File: src/rtl/lin_hdr_pkg.sv
package lin_hdr_pkg;

   typedef enum logic [2:0] {
      ST_IDLE,
      ST_SYNC_WAIT,
      ST_SYNC,
      ST_PID_WAIT,
      ST_PID
   } hdr_st_e;

   // Both identifier parity bits must agree with the identifier bits.
   function automatic logic pid_par_ok(input logic [7:0] b);
      return (b[6] == (b[0] ^ b[1] ^ b[2] ^ b[4])) &&
             (b[7] == ~(b[1] ^ b[3] ^ b[4] ^ b[5]));
   endfunction

   // Response length in bytes from identifier bits 5:4 (legacy mode).
   function automatic logic [3:0] lin13_len(input logic [1:0] sel);
      case (sel)
         2'b10:   return 4'd4;
         2'b11:   return 4'd8;
         default: return 4'd2;
      endcase
   endfunction

endpackage

File: src/rtl/lin_brk_det.sv
module lin_brk_det #(
   parameter int BRK_LEN = 176
) (
   input  logic clk,
   input  logic rst_n,
   input  logic clr_i,
   input  logic rx_i,
   output logic brk_o
);
   localparam int BW = $clog2(BRK_LEN + 1);

   logic [BW-1:0] low_cnt;

   always_ff @(posedge clk or negedge rst_n) begin
      if (!rst_n) begin
         low_cnt <= '0;
         brk_o   <= 1'b0;
      end else if (clr_i) begin
         low_cnt <= '0;
         brk_o   <= 1'b0;
      end else begin
         // Recognise the break on the first high sample after a long low.
         brk_o <= rx_i && (low_cnt >= BW'(BRK_LEN));
         if (!rx_i) begin
            if (low_cnt != BW'(BRK_LEN)) low_cnt <= low_cnt + 1'b1;
         end else begin
            low_cnt <= '0;
         end
      end
   end
endmodule

File: src/rtl/lin_sync_meas.sv
module lin_sync_meas #(
   parameter int NOM_BIT = 16,
   parameter int TOL_PCT = 14,
   parameter int CW      = 8
) (
   input  logic          clk,
   input  logic          rst_n,
   input  logic          run_i,
   input  logic          fall_i,
   output logic          done_o,
   output logic          err_o,
   output logic [CW-1:0] per_o
);
   localparam int NOM8 = 8 * NOM_BIT;
   localparam int LO   = NOM8 * (100 - TOL_PCT) / 100;
   localparam int HI   = NOM8 * (100 + TOL_PCT) / 100;

   logic [CW-1:0] span;
   logic [1:0]    edges;
   logic [CW-1:0] total;
   logic          last, in_rng;

   assign total  = span + 1'b1;
   assign last   = run_i && fall_i && (edges == 2'd3);
   assign in_rng = (total >= CW'(LO)) && (total <= CW'(HI));
   assign done_o = last && in_rng;
   assign err_o  = run_i && ((last && !in_rng) || (!last && total > CW'(HI)));
   assign per_o  = total >> 3;

   always_ff @(posedge clk or negedge rst_n) begin
      if (!rst_n) begin
         span  <= '0;
         edges <= '0;
      end else if (!run_i) begin
         span  <= '0;
         edges <= '0;
      end else begin
         span <= span + 1'b1;
         if (fall_i) edges <= edges + 1'b1;
      end
   end
endmodule

File: src/rtl/lin_byte_rx.sv
module lin_byte_rx #(
   parameter int CW = 8
) (
   input  logic          clk,
   input  logic          rst_n,
   input  logic          run_i,
   input  logic          rx_i,
   input  logic [CW-1:0] per_i,
   output logic          done_o,
   output logic [7:0]    data_o
);
   logic [CW-1:0] tick;
   logic [3:0]    idx;
   logic [7:0]    sh;
   logic          smp;

   assign smp    = run_i && (tick == (per_i >> 1));
   assign done_o = smp && (idx == 4'd8);
   assign data_o = {rx_i, sh[7:1]};

   always_ff @(posedge clk or negedge rst_n) begin
      if (!rst_n) begin
         tick <= '0;
         idx  <= '0;
         sh   <= '0;
      end else if (!run_i) begin
         tick <= '0;
         idx  <= '0;
      end else begin
         tick <= (tick == per_i - 1'b1) ? '0 : tick + 1'b1;
         if (smp) begin
            idx <= idx + 1'b1;
            if (idx != 4'd0) sh <= {rx_i, sh[7:1]};
         end
      end
   end
endmodule

File: src/rtl/lin_hdr_rx.sv
module lin_hdr_rx
   import lin_hdr_pkg::*;
#(
   parameter int NOM_BIT  = 16,
   parameter int BRK_BITS = 11,
   parameter int TOL_PCT  = 14,
   parameter bit LIN13_EN = 1'b1
) (
   input  logic                          clk,
   input  logic                          rst_n,
   input  logic                          en_i,
   input  logic [2:0]                    cmd_i,
   input  logic                          lin13_i,
   input  logic                          rx_i,
   output logic [7:0]                    pid_o,
   output logic [3:0]                    dlen_o,
   output logic [$clog2(16*NOM_BIT)-1:0] bit_per_o,
   output logic                          hdr_ok_o,
   output logic                          par_err_o,
   output logic                          sync_err_o,
   output logic                          tmo_start_o
);
   localparam int CW      = $clog2(16 * NOM_BIT);
   localparam int BRK_LEN = BRK_BITS * NOM_BIT;

   if (NOM_BIT < 4) begin : g_bad_nom
      $error("NOM_BIT must be at least 4");
   end
   if (BRK_BITS < 10) begin : g_bad_brk
      $error("BRK_BITS must exceed a character length");
   end
   if (TOL_PCT < 1 || TOL_PCT > 49) begin : g_bad_tol
      $error("TOL_PCT must lie in 1..49");
   end

   hdr_st_e       st;
   logic          active, rx_d, fall, brk;
   logic          s_done, s_err, b_done, pid_good;
   logic [CW-1:0] s_per;
   logic [7:0]    b_data;

   assign active = en_i && (cmd_i == 3'b000);
   assign fall   = rx_d && !rx_i;

   lin_brk_det #(.BRK_LEN(BRK_LEN)) u_brk (
      .clk(clk), .rst_n(rst_n), .clr_i(!active), .rx_i(rx_i), .brk_o(brk)
   );

   lin_sync_meas #(.NOM_BIT(NOM_BIT), .TOL_PCT(TOL_PCT), .CW(CW)) u_sync (
      .clk(clk), .rst_n(rst_n), .run_i(active && st == ST_SYNC), .fall_i(fall),
      .done_o(s_done), .err_o(s_err), .per_o(s_per)
   );

   lin_byte_rx #(.CW(CW)) u_byte (
      .clk(clk), .rst_n(rst_n), .run_i(active && st == ST_PID), .rx_i(rx_i),
      .per_i(bit_per_o), .done_o(b_done), .data_o(b_data)
   );

   assign pid_good = active && !brk && (st == ST_PID) && b_done && pid_par_ok(b_data);

   always_ff @(posedge clk or negedge rst_n) begin
      if (!rst_n) begin
         st          <= ST_IDLE;
         rx_d        <= 1'b1;
         pid_o       <= '0;
         bit_per_o   <= CW'(NOM_BIT);
         hdr_ok_o    <= 1'b0;
         par_err_o   <= 1'b0;
         sync_err_o  <= 1'b0;
         tmo_start_o <= 1'b0;
      end else begin
         rx_d        <= rx_i;
         tmo_start_o <= 1'b0;
         if (!active) begin
            st <= ST_IDLE;
         end else if (brk) begin
            st         <= ST_SYNC_WAIT;
            hdr_ok_o   <= 1'b0;
            par_err_o  <= 1'b0;
            sync_err_o <= 1'b0;
         end else begin
            case (st)
               ST_SYNC_WAIT: if (fall) st <= ST_SYNC;
               ST_SYNC: begin
                  if (s_err) begin
                     sync_err_o <= 1'b1;
                     st         <= ST_IDLE;
                  end else if (s_done) begin
                     bit_per_o <= s_per;
                     st        <= ST_PID_WAIT;
                  end
               end
               ST_PID_WAIT: if (fall) st <= ST_PID;
               ST_PID: begin
                  if (b_done) begin
                     pid_o <= b_data;
                     st    <= ST_IDLE;
                     if (pid_good) begin
                        hdr_ok_o    <= 1'b1;
                        tmo_start_o <= 1'b1;
                     end else begin
                        par_err_o <= 1'b1;
                     end
                  end
               end
               default: st <= ST_IDLE;
            endcase
         end
      end
   end

   if (LIN13_EN) begin : g_len13
      logic [3:0] dlen_q;
      always_ff @(posedge clk or negedge rst_n) begin
         if (!rst_n)                   dlen_q <= '0;
         else if (pid_good && lin13_i) dlen_q <= lin13_len(b_data[5:4]);
      end
      assign dlen_o = dlen_q;
   end else begin : g_len_off
      logic unused_lin13;
      assign unused_lin13 = lin13_i;
      assign dlen_o       = '0;
   end
endmodule

File: config.mk
export PLATFORM = sky130hd
export DESIGN_NAME = lin_hdr_rx
export DESIGN_NICKNAME = d
export VERILOG_FILES = /design/src/rtl/lin_hdr_pkg.sv /design/src/rtl/lin_brk_det.sv /design/src/rtl/lin_sync_meas.sv /design/src/rtl/lin_byte_rx.sv /design/src/rtl/lin_hdr_rx.sv
export SDC_FILE = /design/constraint.sdc
export NUM_CORES = 1
export LEC_CHECK = 0
export ABC_AREA = 1
export BUFFER_PORTS_ARGS = -buffer_cell sky130_fd_sc_hd__buf_2
export CAP_MARGIN = 40
export CORE_ASPECT_RATIO = 1.5
export CORE_MARGIN = 2
export CORE_UTILIZATION = 45
export CTS_CLUSTER_DIAMETER = 80
export DETAILED_ROUTE_END_ITERATION = 16
export PLACE_DENSITY_LB_ADDON = 0.08
export RECOVER_POWER = 25
export SLEW_MARGIN = 20
export SYNTH_ARGS = -nofsm -noshare
export SYNTH_HDL_FRONTEND = slang
export SYNTH_SLANG_ARGS = --single-unit
export TNS_END_PERCENT = 100
File: constraint.sdc
create_clock -name clk -period 2.25 [get_ports clk]
set_input_delay 0.45 -clock clk [delete_from_list [all_inputs] [get_ports clk]]
set_output_delay 0.45 -clock clk [all_outputs]
set_load 0.02 [all_outputs]
==> flow_metrics.py, run 1 <==
metrics = {
    "status": {
        "result_of_the_run": "completed",
    },
    "timing": {
        "final_count_of_pins_violating_max_slew": 0,
        "skew_ns": 0.0109,
        "fin_setup_tns_ns": 0,
        "fin_crit_sh_pct": 84.2,
        "fmax_mhz": 528,
        "final_critical_path_time_including_i_o_delays_and_setup_ns": 1.89,
        "report.final.setup_viol": 0,
        "max_slew.worst_pin.slew_ns": 0.908,
        "hold_viol_final": 0,
        "max_slew_margin_pct": 39.5,
        "finalHoldWorstSlack_ns": 0.289,
        "rsz0062_at_grt": "false",
    },
    "synthesis": {
        "synth_sequential_area_ratio_pct": 45.9,
        "synth_top_cell_by_area": "dfrtp_1",
        "yosys-top-cells-area": "dfrtp_1 44%, nand2_1 9.3%, inv_1 6.7%",
        "syn-cell-area_mm2": 0.00338,
        "syn-instance-count": 414,
        "synth_seq_cells": 62,
        "synth-edff-count": 0,
        "async_flop_share_pct": 100,
        "synth_top_cell_area_share_pct": 44.4,
        "post_synth.cell_area_avg_um2": 8.17,
        "number_of_synthesis_warnings": 0,
        "synth_top_flop_cell": "dfrtp_1",
        "synth.lib_cells_used.distinct": 38,
    },
    "setup_path": {
        "timing.critical_path.from_type": "flip-flop",
        "worst-r2r-cell-count": 12,
        "r2r_setup_slack_ns": 0.36,
        "criticalPathCategory": "flip-flop to flip-flop",
        "startpoint": "u_sync.span[1]",
        "critPathArrivalTime_ns": 2.15,
        "timing.critical_path.to_type": "flip-flop",
        "worst_r2r_endpoint": "bit_per_o[3]",
        "critical_path.max_fanout": 6,
        "required_ns": 2.51,
        "timing.rr.start": "u_sync.span[1]",
    },
    "final_layout": {
        "final_util_pct": 52.7,
        "diodes": 0,
        "syn_to_layout_area_delta_pct": 13.3,
        "num-nets-final": 472,
        "fraction_of_layout_cells_with_a_size_suffix_above_1_pct": 16.8,
    },
    "power_and_ir_drop": {
        "power.leakage_nw": 1.90,
        "power.density_cell_area_mw_per_mm2": 560,
        "vdd.ir_drop.worst_mv": 0.438,
    },
    "worst_hold_path": {
        "whs_endpoint": "rx_d",
        "timing.hold.worst_path_depth": 1,
        "worst_hold_startpoint": "rx_i",
        "hold_class": "primary input to flip-flop",
    },
    "placement": {
        "dpl.hpwl_um": 5160,
        "finalWeightedCongestion": 0.872,
        "io_buffer_count": 27,
    },
    "clock_tree": {
        "cts.sink_count": 62,
        "tritoncts": "done",
        "clock_slew_at_the_register_clock_pins_of_the_worst_setup_and_hold_paths_ns": 0.07,
        "clock_latency_ns": 0.34,
        "h-tree-depth": 3,
        "ctsLongestPathBuffers": 2,
        "post_cts_buffers": 0,
        "root_buffer": "clkbuf_8",
        "cts_buffers": 9,
    },
    "drt": {
        "firstDrtPassIters": 4,
        "postRouteAntennaNets": 0,
        "via_per_inst": 4.75,
        "drc": 0,
        "detail_route.wirelength_um": 6670,
        "num_vias": 2652,
        "avgRoutedWirePerCell_um": 12.0,
        "violation_count_after_the_first_detailed_routing_iteration": 121,
    },
    "die": {
        "floorplan_die_height_um": 110,
        "floorplan.die.width_um": 74.8,
        "io_pins": 32,
        "fp-row-count": 38,
        "starting_utilization_of_the_core_area_pct": 46.5,
        "design.die.area_mm2": 0.00824,
        "core_region_mm2": 0.00727,
    },
    "global_route": {
        "grt_first_pass_wirelength_um": 11500,
        "antenna_violations_before_repair": 0,
        "grt_usage_pct": 18.3,
        "global_route.overflow_total": 0,
        "maximum_number_of_pins_on_one_net_before_global_route_repair": 38,
        "first_global_vias": 2605,
    },
    "job": {
        "cap_viol_max_count": 0,
    },
}
==> sequential cells by signal (all words and copies together) (netlist names), 2 cells and up <==
| register | count |
|---|---|
| u_byte.idx | 4 |
| st | 3 |
| dlen_o | 3 |
| u_brk.low_cnt | 8 |
| bit_per_o | 5 |
| u_byte.tick | 8 |
| pid_o | 8 |
| u_sync.span | 8 |
| u_byte.sh | 7 |
| u_sync.edges | 2 |
==> where the power goes <==
part	leakage [nW]	switching (mW)	total (mW)	internal [mW]
Combinational	0.949	0.0420	0.0529	0.0109
Sequential	0.842	0.00112	1.12	1.12
Clock	0.106	0.409	0.975	0.566
Total	1.90	0.452	2.15	1.70
==> synth_stat cells, types with 3 or more instances <==
master,instances
a21oi_1,14
a21oi_2,3
buf_4,5
dfrtp_1,60
ha_1,11
inv_1,60
inv_2,3
nand2_1,84
nand2_2,5
nand3_1,19
nand4_1,10
nor2_1,47
nor2_2,4
nor3_1,11
nor3_2,3
o21ai_0,26
o21ai_1,4
xnor2_1,6
xor2_1,14
==> cell type report <==
class / count / area [um2]
Inverter: 63 / 236
Sequential cell: 62 / 1560
Tap cell: 100 / 125
Fill cell: 720 / 3440
Clock inverter: 4 / 45.0
Clock buffer: 12 / 155
Timing Repair Buffer: 34 / 183
Multi-Input combinational cell: 283 / 1530
==> worst max-delay path: stages (launching register included) <==
cell	delay, ns
dfrtp_1	0.44
ha_1	0.27
nand3_1	0.15
xor2_1	0.17
nand2_1	0.07
nand3_1	0.06
nand2_1	0.13
nand2_1	0.08
nand2_1	0.10
nand2_1	0.06
nor2_1	0.14
nand2_1	0.08
o21ai_0	0.07
==> cells in the final DEF, fill, tap and decap left out, types with 5 or more instances in the layout <==
cell	n
o21ai_0	26
nand3_1	19
xor2_1	14
inv_1	60
a21oi_1	14
nand2_1	84
clkbuf_8	11
nor3_1	11
ha_1	11
nand2_2	5
nand4_1	10
buf_2	25
xnor2_1	6
nor2_1	47
dfrtp_1	59
==> per-stage QoR <==
step | instances | total power, mW | setup WS [ns] | area, um2
2_1_floorplan | 417 | 1.16 | 0.461 | 3390
3_3_place_gp | 541 | 1.19 | 0.265 | 3630
3_5_place_dp | 541 | 1.20 | 0.238 | 3630
4_1_cts | 558 | 2.19 | 0.279 | 3840
5_1_grt | 558 | 2.23 | 0.0531 | 3830
6_report | 558 | 2.15 | 0.356 | 3830
==> logic make-up after synthesis <==
kind of cell	count (synthesis)	synth area share, %
mux	1	0.333
flops	62	45.9
other cells	1	0.111
fa+ha+maj	11	4.07
compound gates	54	8.81
simple gates	193	26.5
xor+xnor	20	5.18
buf+inv	72	9.06
==> metal layers <==
layer  GRT usage (%)  vias up  share of wire (%)
li1                -     1382                  -
met1            22.2     1219                 45
met2            31.4       39                 50
met3            3.45       12                2.7
met4            7.65        0                2.0
met5               0        -                  0
==> worst max-delay path by stage <==
stage / slack (ns) / depth (start not counted) / end
4_1_cts: 0.28 / 12 / bit_per_o[2]
3_3_place_gp: 0.26 / 11 / pid_o[1]
6_report: 0.36 / 12 / bit_per_o[3]
3_5_place_dp: 0.24 / 11 / pid_o[1]
5_1_grt: 0.05 / 12 / bit_per_o[3]
2_1_floorplan: 0.46 / 9 / pid_o[0]
==> timing repair <==
action | CTS | global route
endpoints found under the setup margin | 0 | 1
gates resized for setup | 0 | 1
hold buffers | 1 | 0
hold endpoints to repair | 2 | 0
No activity file was read; power rests on OpenSTA's default activity.
==> run 2, diff against run 1 <==
==> constraint.sdc (replaced) <==
create_clock -name clk -period 1.7 [get_ports clk]
set_input_delay 0.34 -clock clk [delete_from_list [all_inputs] [get_ports clk]]
set_output_delay 0.34 -clock clk [all_outputs]
set_load 0.02 [all_outputs]
==> flow_metrics.py, run 2 (synthesized netlist as in run 1, its figures left out) <==
metrics = {
    "setup_path": {
        "timing.rr.start": "u_byte.tick[7]",
        "worst_path_largest_cell_delay_ns": 0.38,
        "required_ns": 1.92,
        "crit_path_slowest_cell": "dfrtp_1",
        "startpoint": "u_byte.tick[7]",
        "critical_path_cell_by_cell": "nor2_1, nand2_1, nor3_4, nand2_2, nor2_4, nand2_4, nor2_8, mux2_4",
        "critical_path.max_fanout": 4,
        "criticalPathCategory": "flip-flop to flip-flop",
        "timing.critical_path.to_type": "flip-flop",
        "crit_path_buf_inv_count": 0,
        "critPathArrivalTime_ns": 2.00,
        "timing.critical_path.from_type": "flip-flop",
        "worst_path_top_cell_family_by_delay": "simple AND/OR/NAND/NOR gates",
    },
    "drt": {
        "firstDrtPassIters": 4,
        "via_per_inst": 4.74,
        "violation_count_after_the_first_detailed_routing_iteration": 141,
        "num_vias": 2878,
        "detailed_route_wirelength_on_metal3_um": 191,
        "postRouteAntennaNets": 0,
        "avgRoutedWirePerCell_um": 12.2,
        "detail_route.wirelength_um": 7410,
        "met2_length_um": 3970,
        "route.top_layer_used": "met4",
        "wl_met1_um": 3090,
        "drc": 0,
    },
    "timing": {
        "skew_ns": 0.0105,
        "hold_viol_final": 0,
        "final_critical_path_time_including_i_o_delays_and_setup_ns": 1.78,
        "final_count_of_pins_violating_max_slew": 0,
        "fin_ws_ns": -0.0790,
        "fin_crit_sh_pct": 105,
        "max_slew.worst_pin.slew_ns": 1.36,
        "report.final.setup_viol": 13,
        "rsz0062_at_grt": "true",
        "max_slew_margin_pct": 9.15,
        "fmax_mhz": 562,
    },
    "clock_tree": {
        "ctsLongestPathBuffers": 2,
        "clock_slew_at_the_register_clock_pins_of_the_worst_setup_and_hold_paths_ns": 0.07,
        "cts_buffers": 9,
        "clock_latency_ns": 0.34,
        "root_buffer": "clkbuf_8",
        "h-tree-depth": 3,
        "tritoncts": "done",
        "cts.sink_count": 62,
    },
    "die": {
        "io_pins": 32,
        "starting_utilization_of_the_core_area_pct": 46.5,
        "floorplan_die_height_um": 110,
        "design.die.area_mm2": 0.00824,
        "core_region_mm2": 0.00727,
        "floorplan.die.width_um": 74.8,
        "fp-row-count": 38,
    },
    "status": {
        "result_of_the_run": "complete, but fails checks",
        "failed_checks": "negative setup slack",
    },
    "global_route": {
        "maximum_number_of_pins_on_one_net_before_global_route_repair": 63,
        "antenna_violations_before_repair": 0,
        "global_route.overflow_total": 0,
        "first_global_vias": 2910,
        "grt_first_pass_wirelength_um": 12600,
        "grt_usage_pct": 20.3,
    },
    "final_layout": {
        "diodes": 0,
        "final_common_cell": "nand2_1",
        "fraction_of_layout_cells_with_a_size_suffix_above_1_pct": 35.9,
        "postLayoutCellArea_mm2": 0.00456,
        "num-nets-final": 522,
        "syn_to_layout_area_delta_pct": 34.8,
        "most_frequent_cells_in_the_layout": "69 x nand2_1, 55 x dfrtp_1, 54 x inv_1",
    },
    "power_and_ir_drop": {
        "power.density_cell_area_mw_per_mm2": 681,
        "design_power_total_mw": 3.11,
        "power.leakage_nw": 2.22,
        "vdd.ir_drop.worst_mv": 0.572,
    },
    "worst_hold_path": {
        "hold_class": "primary input to flip-flop",
        "worst_hold_startpoint": "rx_i",
    },
    "placement": {
        "io_buffer_count": 27,
        "dpl.hpwl_um": 5280,
        "finalWeightedCongestion": 0.808,
        "placement.cell_area_mm2": 0.00395,
    },
    "job": {
        "cap_viol_max_count": 0,
    },
}
run 2: through the flow:
stage                     setup slack (ns)  setup TNS [ns]  instances  hold slack [ns]  utilization [%]
after floorplan                    -0.0601         -0.0601        417           0.0444                -
after global placement             -0.0474          -0.650        581            0.379             54.2
after detailed placement            -0.126           -1.62        581            0.377             54.2
after CTS                          -0.0596          -0.357        603         0.000193             60.0
after global routing                -0.213           -3.04        607            0.259             62.7
final                              -0.0790          -0.358        607            0.272             62.7
run 2: worst paths after layout:
| check | to | slack (ns) | cells past startpoint |
|---|---|---|---|
| hold reg to reg | dlen_o[2] | 0.48 | 2 |
| min in group asynchronous | u_sync.span[0] | 0.39 | 2 |
| setup / recovery | pid_o[0] | -0.08 | 8 |
| max in group asynchronous | bit_per_o[1] | 0.37 | 2 |
| hold / removal | rx_d | 0.27 | 2 |
| setup reg to reg | pid_o[0] | -0.08 | 8 |
run 2: layout make-up:
| class | instances | area (um2) |
|---|---|---|
| Timing Repair Buffer | 83 | 584 |
| Clock buffer | 11 | 141 |
| Inverter | 63 | 239 |
| Sequential cell | 62 | 1560 |
| Clock inverter | 4 | 95.1 |
| Tap cell | 100 | 125 |
| Fill cell | 649 | 2720 |
| Multi-Input combinational cell | 284 | 1810 |
run 2: timing repair:
item | in CTS | in global routing
gates cloned | 0 | 1
resized for setup | 39 | 52
endpoints found under the setup margin | 27 | 38
buffers inserted | 7 | 3
pin swaps | 16 | 24
hold buffers | 0 | 0
endpoints found under the hold margin | 0 | 0
run 2: routing by layer:
metal  GRT usage (%)  vias to the layer above
li1                -                     1488
met1            22.9                     1337
met2            35.5                       40
met3            4.45                       13
met4            9.82                        0
met5               0                        -
run 2: where the power goes:
group / switching, mW / internal, mW
Sequential: 0.00175 / 1.48
Clock: 0.548 / 1.00
Combinational: 0.0570 / 0.0160
run 2: worst register-to-register path, cell delays in order (launching register included):
cell and delay [ns]:
dfrtp_1 0.38, nor2_1 0.11, nand2_1 0.11, nor3_4 0.23, nand2_2 0.11, nor2_4 0.13, nand2_4 0.10, nor2_8 0.17
mux2_4 0.32
